`src/rtl/capwalk_pkg.sv`:
```
package capwalk_pkg;
  typedef enum logic [2:0] {
    W_IDLE, W_STAT, W_HEAD, W_HDR, W_CMP, W_ADV, W_DONE
  } walk_st_t;

  typedef enum logic [1:0] {
    P_IDLE, P_REQ, P_WAIT
  } port_st_t;
endpackage

```
`src/rtl/cap_rd_port.sv`:
```
module cap_rd_port #(
  parameter int ADDR_W = 12
) (
  input  logic              clk,
  input  logic              rst,
  input  logic              go,
  input  logic [ADDR_W-1:0] go_addr,
  output logic              req_valid,
  output logic [ADDR_W-1:0] req_addr,
  input  logic              req_ready,
  input  logic              rsp_valid,
  input  logic [31:0]       rsp_data,
  output logic              rsp_done,
  output logic [31:0]       rsp_q
);
  import capwalk_pkg::*;

  port_st_t st;

  always_ff @(posedge clk) begin
    if (rst) begin
      st        <= P_IDLE;
      req_valid <= 1'b0;
      req_addr  <= '0;
      rsp_done  <= 1'b0;
      rsp_q     <= '0;
    end else begin
      rsp_done <= 1'b0;
      case (st)
        P_IDLE: if (go) begin
          req_valid <= 1'b1;
          req_addr  <= go_addr;
          st        <= P_REQ;
        end
        P_REQ: if (req_ready) begin
          req_valid <= 1'b0;
          st        <= P_WAIT;
        end
        P_WAIT: if (rsp_valid) begin
          rsp_q    <= rsp_data;
          rsp_done <= 1'b1;
          st       <= P_IDLE;
        end
        default: st <= P_IDLE;
      endcase
    end
  end
endmodule

```
`src/rtl/cap_hdr_decode.sv`:
```
module cap_hdr_decode #(
  parameter int ADDR_W = 12
) (
  input  logic              ext,
  input  logic [31:0]       data,
  output logic [15:0]       id,
  output logic [ADDR_W-1:0] nxt
);
  logic unused_fields;
  assign unused_fields = ^{data[21:16], data[9:8]};

  always_comb begin
    if (ext) begin
      id  = data[15:0];
      nxt = ADDR_W'({data[31:22], 2'b00});
    end else begin
      id  = {8'h00, data[7:0]};
      nxt = ADDR_W'({data[15:10], 2'b00});
    end
  end
endmodule

```
`src/rtl/cap_walk_ctl.sv`:
```
module cap_walk_ctl #(
  parameter int ADDR_W   = 12,
  parameter int MAX_STD  = 48,
  parameter int MAX_EXT  = 960,
  parameter int EXT_BASE = 'h100,
  parameter int STAT_OFF = 'h004,
  parameter int CPTR_OFF = 'h034,
  parameter int HOP_W    = 10
) (
  input  logic              clk,
  input  logic              rst,
  input  logic              start,
  input  logic              ext,
  input  logic [15:0]       cap_id,
  output logic              go,
  output logic [ADDR_W-1:0] go_addr,
  input  logic              rsp_done,
  input  logic              stat_flag,
  input  logic [5:0]        head_ptr,
  input  logic [15:0]       hdr_id,
  input  logic [ADDR_W-1:0] hdr_nxt,
  output logic              mode_q,
  output logic              busy,
  output logic              done,
  output logic              found,
  output logic              err,
  output logic [ADDR_W-1:0] cap_off,
  output logic [HOP_W-1:0]  hops
);
  import capwalk_pkg::*;

  walk_st_t          st;
  logic              pend;
  logic [ADDR_W-1:0] ptr;
  logic [15:0]       id_q;
  logic [HOP_W-1:0]  limit;
  logic [ADDR_W-1:0] head_addr;

  assign limit     = mode_q ? HOP_W'(MAX_EXT) : HOP_W'(MAX_STD);
  assign head_addr = ADDR_W'({head_ptr, 2'b00});
  assign go        = !pend && (st == W_STAT || st == W_HEAD || st == W_HDR);

  always_comb begin
    case (st)
      W_STAT:  go_addr = ADDR_W'(STAT_OFF);
      W_HEAD:  go_addr = ADDR_W'(CPTR_OFF);
      default: go_addr = ptr;
    endcase
  end

  always_ff @(posedge clk) begin
    if (rst) begin
      st      <= W_IDLE;
      pend    <= 1'b0;
      ptr     <= '0;
      id_q    <= '0;
      mode_q  <= 1'b0;
      busy    <= 1'b0;
      done    <= 1'b0;
      found   <= 1'b0;
      err     <= 1'b0;
      cap_off <= '0;
      hops    <= '0;
    end else begin
      done <= 1'b0;
      if (go)            pend <= 1'b1;
      else if (rsp_done) pend <= 1'b0;
      case (st)
        W_IDLE: if (start) begin
          mode_q  <= ext;
          id_q    <= ext ? cap_id : {8'h00, cap_id[7:0]};
          hops    <= '0;
          found   <= 1'b0;
          err     <= 1'b0;
          cap_off <= '0;
          busy    <= 1'b1;
          ptr     <= ADDR_W'(EXT_BASE);
          st      <= ext ? W_HDR : W_STAT;
        end
        W_STAT: if (rsp_done) begin
          if (stat_flag) st <= W_HEAD;
          else begin
            st <= W_DONE; done <= 1'b1; busy <= 1'b0;
          end
        end
        W_HEAD: if (rsp_done) begin
          if (head_addr == '0) begin
            st <= W_DONE; done <= 1'b1; busy <= 1'b0;
          end else begin
            ptr <= head_addr;
            st  <= W_HDR;
          end
        end
        W_HDR: if (rsp_done) begin
          hops <= hops + 1'b1;
          st   <= W_CMP;
        end
        W_CMP: begin
          if (hdr_id == id_q) begin
            found   <= 1'b1;
            cap_off <= ptr;
            st <= W_DONE; done <= 1'b1; busy <= 1'b0;
          end else if (hdr_nxt == '0) begin
            st <= W_DONE; done <= 1'b1; busy <= 1'b0;
          end else if (hops == limit) begin
            err <= 1'b1;
            st <= W_DONE; done <= 1'b1; busy <= 1'b0;
          end else begin
            st <= W_ADV;
          end
        end
        W_ADV: begin
          ptr <= hdr_nxt;
          st  <= W_HDR;
        end
        W_DONE:  st <= W_IDLE;
        default: st <= W_IDLE;
      endcase
    end
  end
endmodule

```
`src/rtl/cap_walker.sv`:
```
module cap_walker #(
  parameter int ADDR_W   = 12,
  parameter int MAX_STD  = 48,
  parameter int MAX_EXT  = 960,
  parameter int EXT_BASE = 'h100,
  parameter int STAT_OFF = 'h004,
  parameter int CPTR_OFF = 'h034,
  localparam int HOP_W   = $clog2(MAX_EXT + 1)
) (
  input  logic              clk,
  input  logic              rst,
  input  logic              start,
  input  logic              ext_mode,
  input  logic [15:0]       cap_id,
  output logic              rd_req_valid,
  output logic [ADDR_W-1:0] rd_req_addr,
  input  logic              rd_req_ready,
  input  logic              rd_rsp_valid,
  input  logic [31:0]       rd_rsp_data,
  output logic              busy,
  output logic              done,
  output logic              found,
  output logic              err,
  output logic [ADDR_W-1:0] cap_off,
  output logic [HOP_W-1:0]  hop_cnt
);
  localparam int STAT_BIT = 16 + 4;

  logic              go;
  logic [ADDR_W-1:0] go_addr;
  logic              rsp_done;
  logic [31:0]       rsp_q;
  logic              mode_q;
  logic [15:0]       hdr_id;
  logic [ADDR_W-1:0] hdr_nxt;

  cap_rd_port #(.ADDR_W(ADDR_W)) port_i (
    .clk(clk), .rst(rst), .go(go), .go_addr(go_addr),
    .req_valid(rd_req_valid), .req_addr(rd_req_addr), .req_ready(rd_req_ready),
    .rsp_valid(rd_rsp_valid), .rsp_data(rd_rsp_data),
    .rsp_done(rsp_done), .rsp_q(rsp_q)
  );

  cap_hdr_decode #(.ADDR_W(ADDR_W)) dec_i (
    .ext(mode_q), .data(rsp_q), .id(hdr_id), .nxt(hdr_nxt)
  );

  cap_walk_ctl #(
    .ADDR_W(ADDR_W), .MAX_STD(MAX_STD), .MAX_EXT(MAX_EXT),
    .EXT_BASE(EXT_BASE), .STAT_OFF(STAT_OFF), .CPTR_OFF(CPTR_OFF), .HOP_W(HOP_W)
  ) ctl_i (
    .clk(clk), .rst(rst), .start(start), .ext(ext_mode), .cap_id(cap_id),
    .go(go), .go_addr(go_addr), .rsp_done(rsp_done),
    .stat_flag(rsp_q[STAT_BIT]), .head_ptr(rsp_q[7:2]),
    .hdr_id(hdr_id), .hdr_nxt(hdr_nxt), .mode_q(mode_q),
    .busy(busy), .done(done), .found(found), .err(err),
    .cap_off(cap_off), .hops(hop_cnt)
  );
endmodule

```
`config.mk`:
```
export PLATFORM = sky130hd
export DESIGN_NAME = cap_walker
export DESIGN_NICKNAME = d
export VERILOG_FILES = /design/src/rtl/capwalk_pkg.sv /design/src/rtl/cap_rd_port.sv /design/src/rtl/cap_hdr_decode.sv /design/src/rtl/cap_walk_ctl.sv /design/src/rtl/cap_walker.sv
export SDC_FILE = /design/constraint.sdc
export NUM_CORES = 1
export LEC_CHECK = 0
export ABC_AREA = 1
export BUFFER_PORTS_ARGS = -buffer_cell sky130_fd_sc_hd__buf_2
export CAP_MARGIN = 40
export CELL_PAD_IN_SITES_DETAIL_PLACEMENT = 1
export CELL_PAD_IN_SITES_GLOBAL_PLACEMENT = 1
export CORE_UTILIZATION = 23
export CTS_CLUSTER_DIAMETER = 100
export DETAILED_ROUTE_END_ITERATION = 10
export PLACE_DENSITY = 0.49
export SLEW_MARGIN = 20
export SYNTH_ARGS = -nofsm -noshare
export SYNTH_HDL_FRONTEND = slang
export SYNTH_SLANG_ARGS = --single-unit
```
`constraint.sdc`:
```
create_clock -name clk -period 2.1 [get_ports clk]
set_clock_uncertainty 0.1 [all_clocks]
set_input_delay 0.315 -clock clk [delete_from_list [all_inputs] [get_ports clk]]
set_output_delay 0.315 -clock clk [all_outputs]
set_load 0.02 [all_outputs]
```
# Word-level counts from Yosys, hierarchy flattened
# Cells that the tools add are included.
# op_classes
addsub,1
n_eq_ne,24
muxes,60
n_bitwise,1
n_reduce_logical,26
# op_table
operator,count
$mux W12,6
$pmux W12 S2,2
$pmux W12 S3,1
$mux W16,2
$mux W10,3
$mux W1,25
$logic_not A12 Y1,2
$mux W3,8
$ne A2 B2 Y1 const B,11
$pmux W10 S2,1
$pmux W3 S6,1
$eq A16 B16 Y1,1
$reduce_and A3 Y1,4
$add A10 B1 Y10 const B,1
$eq A10 B10 Y1,1
$mux W2,5
$reduce_and A4 Y1,2
$reduce_bool A2 Y1,4
$reduce_and A7 Y1,1
$eq A3 B2 Y1 const B,2
$eq A3 B3 Y1 const B,2
$ne A2 B1 Y1 const B,3
$pmux W1 S2,3
$pmux W2 S3,1
other kinds (17),20
# totals
ff_bits,107

# Depth between registers and ports, before layout
# logic_depth
depth_word,6
ltp_mapped,13
mapped_depth_nobuf,12

# By module
# From an unflattened synthesis, not the netlist that was laid out.
# unflattened
cells_unflattened,716
area_unflattened_um2,5106.1
# modules_own_cells
module,n_inst,cells_per_inst,area_each_um2
cap_walk_ctl,1,441,2954.1
cap_rd_port,1,219,1878.1
cap_hdr_decode,1,56,274.0

# Least setup slack after synthesis
# OpenSTA, ideal clock, no wires.
# synth_path
path_type,flip-flop to flip-flop
startpoint,register ctl_i.hops[0]
endpoint,register ctl_i.hops[9]
setup_time_ps,117
t_arrival_ps,1470
t_required_ps,1883
slack_ps,413
stages_incl_launch_ff,8
n_path_buf,0
synth_period_minus_slack_ps,1687
path_cell_list,dfxtp_1 -> inv_1 -> nor3_1 -> nand3_4 -> nor3_2 -> nand2_1 -> o21ai_0 -> nor2_1
# synth_via
elab_chain_cells,3
# synth_rtl
element,line,source
"start, declared",cap_walk_ctl.sv:28,output logic [HOP_W-1:0] hops
"start signal, assigned",cap_walk_ctl.sv:95,hops <= hops + 1'b1;
$add A10 B1 Y10,cap_walk_ctl.sv:95,
$mux W10,cap_walk_ctl.sv:94,W_HDR: if (rsp_done) begin
$pmux W10 S2,cap_walk_ctl.sv:68,case (st)
# No other way between the ends. The select of a mux whose other input is x is not followed.
# A chain may end at the register's enable or synchronous reset.

# Worst setup path after layout
# layout_path
startpoint,register ctl_i.st[1]
endpoint,register ctl_i.hops[9]
# layout_via
elab_chain_cells,3
word_cells_on_any_way,7
classes_between,3 x eq/ne; 1 x mux; 3 x reduce/logical
# layout_rtl
element,line,source
"start, declared",cap_walk_ctl.sv:32,walk_st_t st;
"start signal, assigned",cap_walk_ctl.sv:78,st <= ext ? W_HDR : W_STAT;
$eq A3 B2 Y1 / $logic_not A3 Y1 (equally long branches),cap_walk_ctl.sv:68,
$ne A2 B2 Y1 (no source line) / $reduce_bool A2 Y1 (equally long branches),--,
$reduce_and A3 Y1 (no source line),--,
# Several ways; a longest one is shown, not always the timed one.

==> results.tsv <==
metric	value	unit
cts_setup_buffers	0	
power_leakage	2.32	nW
area_growth	23.6	%
num_io_pins	93	
dp_hpwl	10500	um
cp_slowest_cell	dfxtp_1	
path_depth	10	
n_antenna_cell	0	
grt_use_met2	24.6	%
status	finished with violations	
power.net_switching	2.74	mW
holdPathEnd	ctl_i.id_q[14]	
clkTransAtPathRegs	0.07	ns
finalMaxSlewViolations	0	
antenna_found_initial	0	
violations	design-rule violations	
ys_seq_area_share	44.4	%
route.detailed.drc	6	
core_area	18200	um^2
grt_max_degree	56	
synth_edf_count	0	
viasPerCell	4.53	
worstSkewPairLatency	0.35	ns
synth_cell_types	37	
ff2ff_path_depth	10	
cts_inserted_buffers	9	
die_w	139	um
io_buffer_count	83	
seqPwrFrac	37.3	%
max_freq	518	MHz
hold_viol	0	
synth-seq-cells	96	
cts_tree	yes	
num-nets-final	747	
power	6.58	mW
avgSynthCellArea	7.13	um^2
start_util	23.8	%
final_common_cell	nand2_1	
grt_pass1_vias	4338	
antenna_left	0	
cts_hold_buf	0	
power.internal	3.84	mW
fp.dieArea	19400	um^2
finalCriticalPeriod	1.93	ns
busiest_layer	met2	
drtIter0Drc	150	
die_y	139	um
crit_top_cell	nand2_4	
drtPass1Iterations	9	
cp_cell_sequence	nor2_2 > inv_2 > nor2_4 > nand2_4 > nand2_4 > nand3_4 > nor3_4 > nand2_1 > o21ai_0 > nor2_1	
root_buffer	clkbuf_16	
clkSinkCount	96	
endpoint_kind	flop	
grt_util_met1	19.4	%
routed_wl	13900	um
holdPathStages	3	
final_cell_mix	nand2_1 (117), dfxtp_1 (95), buf_2 (83)	
p_comb_share	38.8	%
clock_path_buffers	2	
num-fill-cells	2244	
yosys_warnings	0	
grt_pass1_wl	22600	um
hp-class	in -> reg	
vias	4186	
r2r-start	ctl_i.st[1]	
grt_overflow	0	
synth_area	4330	um^2
critPathMaxFanout	10	
path_class	reg -> reg	
postSynthCellCount	608	
final_util	29.4	%
wl_per_cell	15.0	um
report.final.setup_viol	0	
period_share	91.9	%
synth_flop_cell	dfxtp_1	
grt_use_total	14.9	%
slowest_delay	0.37	ns
gp_congestion	0.840	
cp.required	2.24	ns
critPathBufInv	1	
worstHoldStart	cap_id[14]	
ir_drop	432	uV
rows	49	
maxCapViolCount	0	
grt_use_met3	2.34	%
ff2ff_setup_slack	0.17	ns
arrival	2.07	ns
cts-htree-levels	3	
swShare	41.6	%
layout-drive-gt1-share	19.4	%
ctsResizeCount	0	
powerDensity	1230	nW/um^2
start_kind	flop	
synth-async-reset-ratio	0	%
worstReg2RegEnd	ctl_i.hops[9]	
clock_power_share	23.9	%
cp_top_family	simple AND/OR/NAND/NOR gates	
==> per-stage QoR <==
stage	instance area (um^2)	hold slack (ns)	setup WS (ns)	cells	TNS, ns
floorplan	4340	0.324	0.413	611	0
global placement	5030	0.339	0.112	908	0
detailed placement	5030	0.347	0.0377	908	0
CTS	5310	0.104	0.0169	924	0
global route	5360	0.113	-0.00371	925	-0.00371
finish	5360	0.117	0.169	925	0
==> how the worst max path moves through the flow <==
stage                  start               end  slack, ns
6_report         ctl_i.st[1]     ctl_i.hops[9]       0.17
5_1_grt          ctl_i.st[2]     ctl_i.hops[9]     -0.004
4_1_cts         ctl_i.mode_q  ctl_i.cap_off[4]       0.02
3_5_place_dp    ctl_i.mode_q  ctl_i.cap_off[4]       0.04
3_3_place_gp    ctl_i.mode_q  ctl_i.cap_off[9]       0.11
2_1_floorplan  ctl_i.hops[0]     ctl_i.hops[9]       0.41
==> cells in the mapped netlist, types with 4 or more instances <==
cell type | number | area, um^2
a21oi_1 | 74 | 370
a22oi_1 | 7 | 52.6
a31oi_1 | 8 | 50.1
buf_4 | 6 | 45.0
clkbuf_1 | 18 | 67.6
dfxtp_1 | 96 | 1920
inv_1 | 80 | 300
inv_2 | 4 | 15.0
nand2_1 | 117 | 439
nand3_1 | 25 | 125
nor2_1 | 50 | 188
nor2_2 | 4 | 25.0
nor3_1 | 10 | 50.1
o21ai_0 | 61 | 305
o21ai_1 | 4 | 20.0
o22ai_1 | 8 | 50.1
==> routing by layer <==
| metal | share of wire [%] | routed length, um | vias to the layer above |
|---|---|---|---|
| met5 | 0 | 0 | - |
| met4 | 1.2 | 161 | 0 |
| met3 | 2.8 | 383 | 11 |
| met2 | 47 | 6470 | 64 |
| met1 | 50 | 6890 | 1976 |
| li1 | - | - | 2135 |
==> cell type report <==
class                      instances  area (um^2)  area share [%]
clock inverter                     6         45.0           0.841
timing repair buffer              98          571            10.7
clock buffer                      10          229            4.28
inverter                          86          325            6.07
tap                              229          287            5.35
multi-input combinational        400         1970            36.8
sequential                        96         1930            36.0
==> power groups by stage <==
stage               logic [mW]  registers (mW)  clock network, mW
floorplan                 1.62            2.58                  0
global placement          2.48            2.48                  0
detailed placement        2.52            2.49                  0
CTS                       2.54            2.45               1.64
global route              2.88            2.51               1.71
finish                    2.55            2.45               1.57
==> logic make-up (layout without fill, tap and decap cells) <==
group | count (synthesis) | count (layout) | share of synthesized area, %
compound gates | 166 | 166 | 20.3
other cells | 1 | 4 | 0.0865
flops | 96 | 96 | 44.4
fa+ha+maj | 2 | 2 | 0.577
xor+xnor | 6 | 6 | 1.21
simple gates | 222 | 222 | 22.5
buf+inv | 115 | 200 | 11.0
==> worst reg2reg max path, delay by kind of cell (launching register included) <==
family	cells	cell delay, ns
buffers and inverters	1	0.10
flip-flops	1	0.37
AO/OA/AOI/OAI	1	0.16
AND/OR/NAND/NOR	8	1.11
==> registers in the layout (all words and copies together), names as in the netlist, 2 cells and up <==
signal           cells
ctl_i.st             3
ctl_i.hops          10
port_i.req_addr     10
port_i.rsp_q        27
port_i.st            2
ctl_i.id_q          16
ctl_i.ptr           10
ctl_i.cap_off       10
No activity file was read; power rests on OpenSTA's default activity.
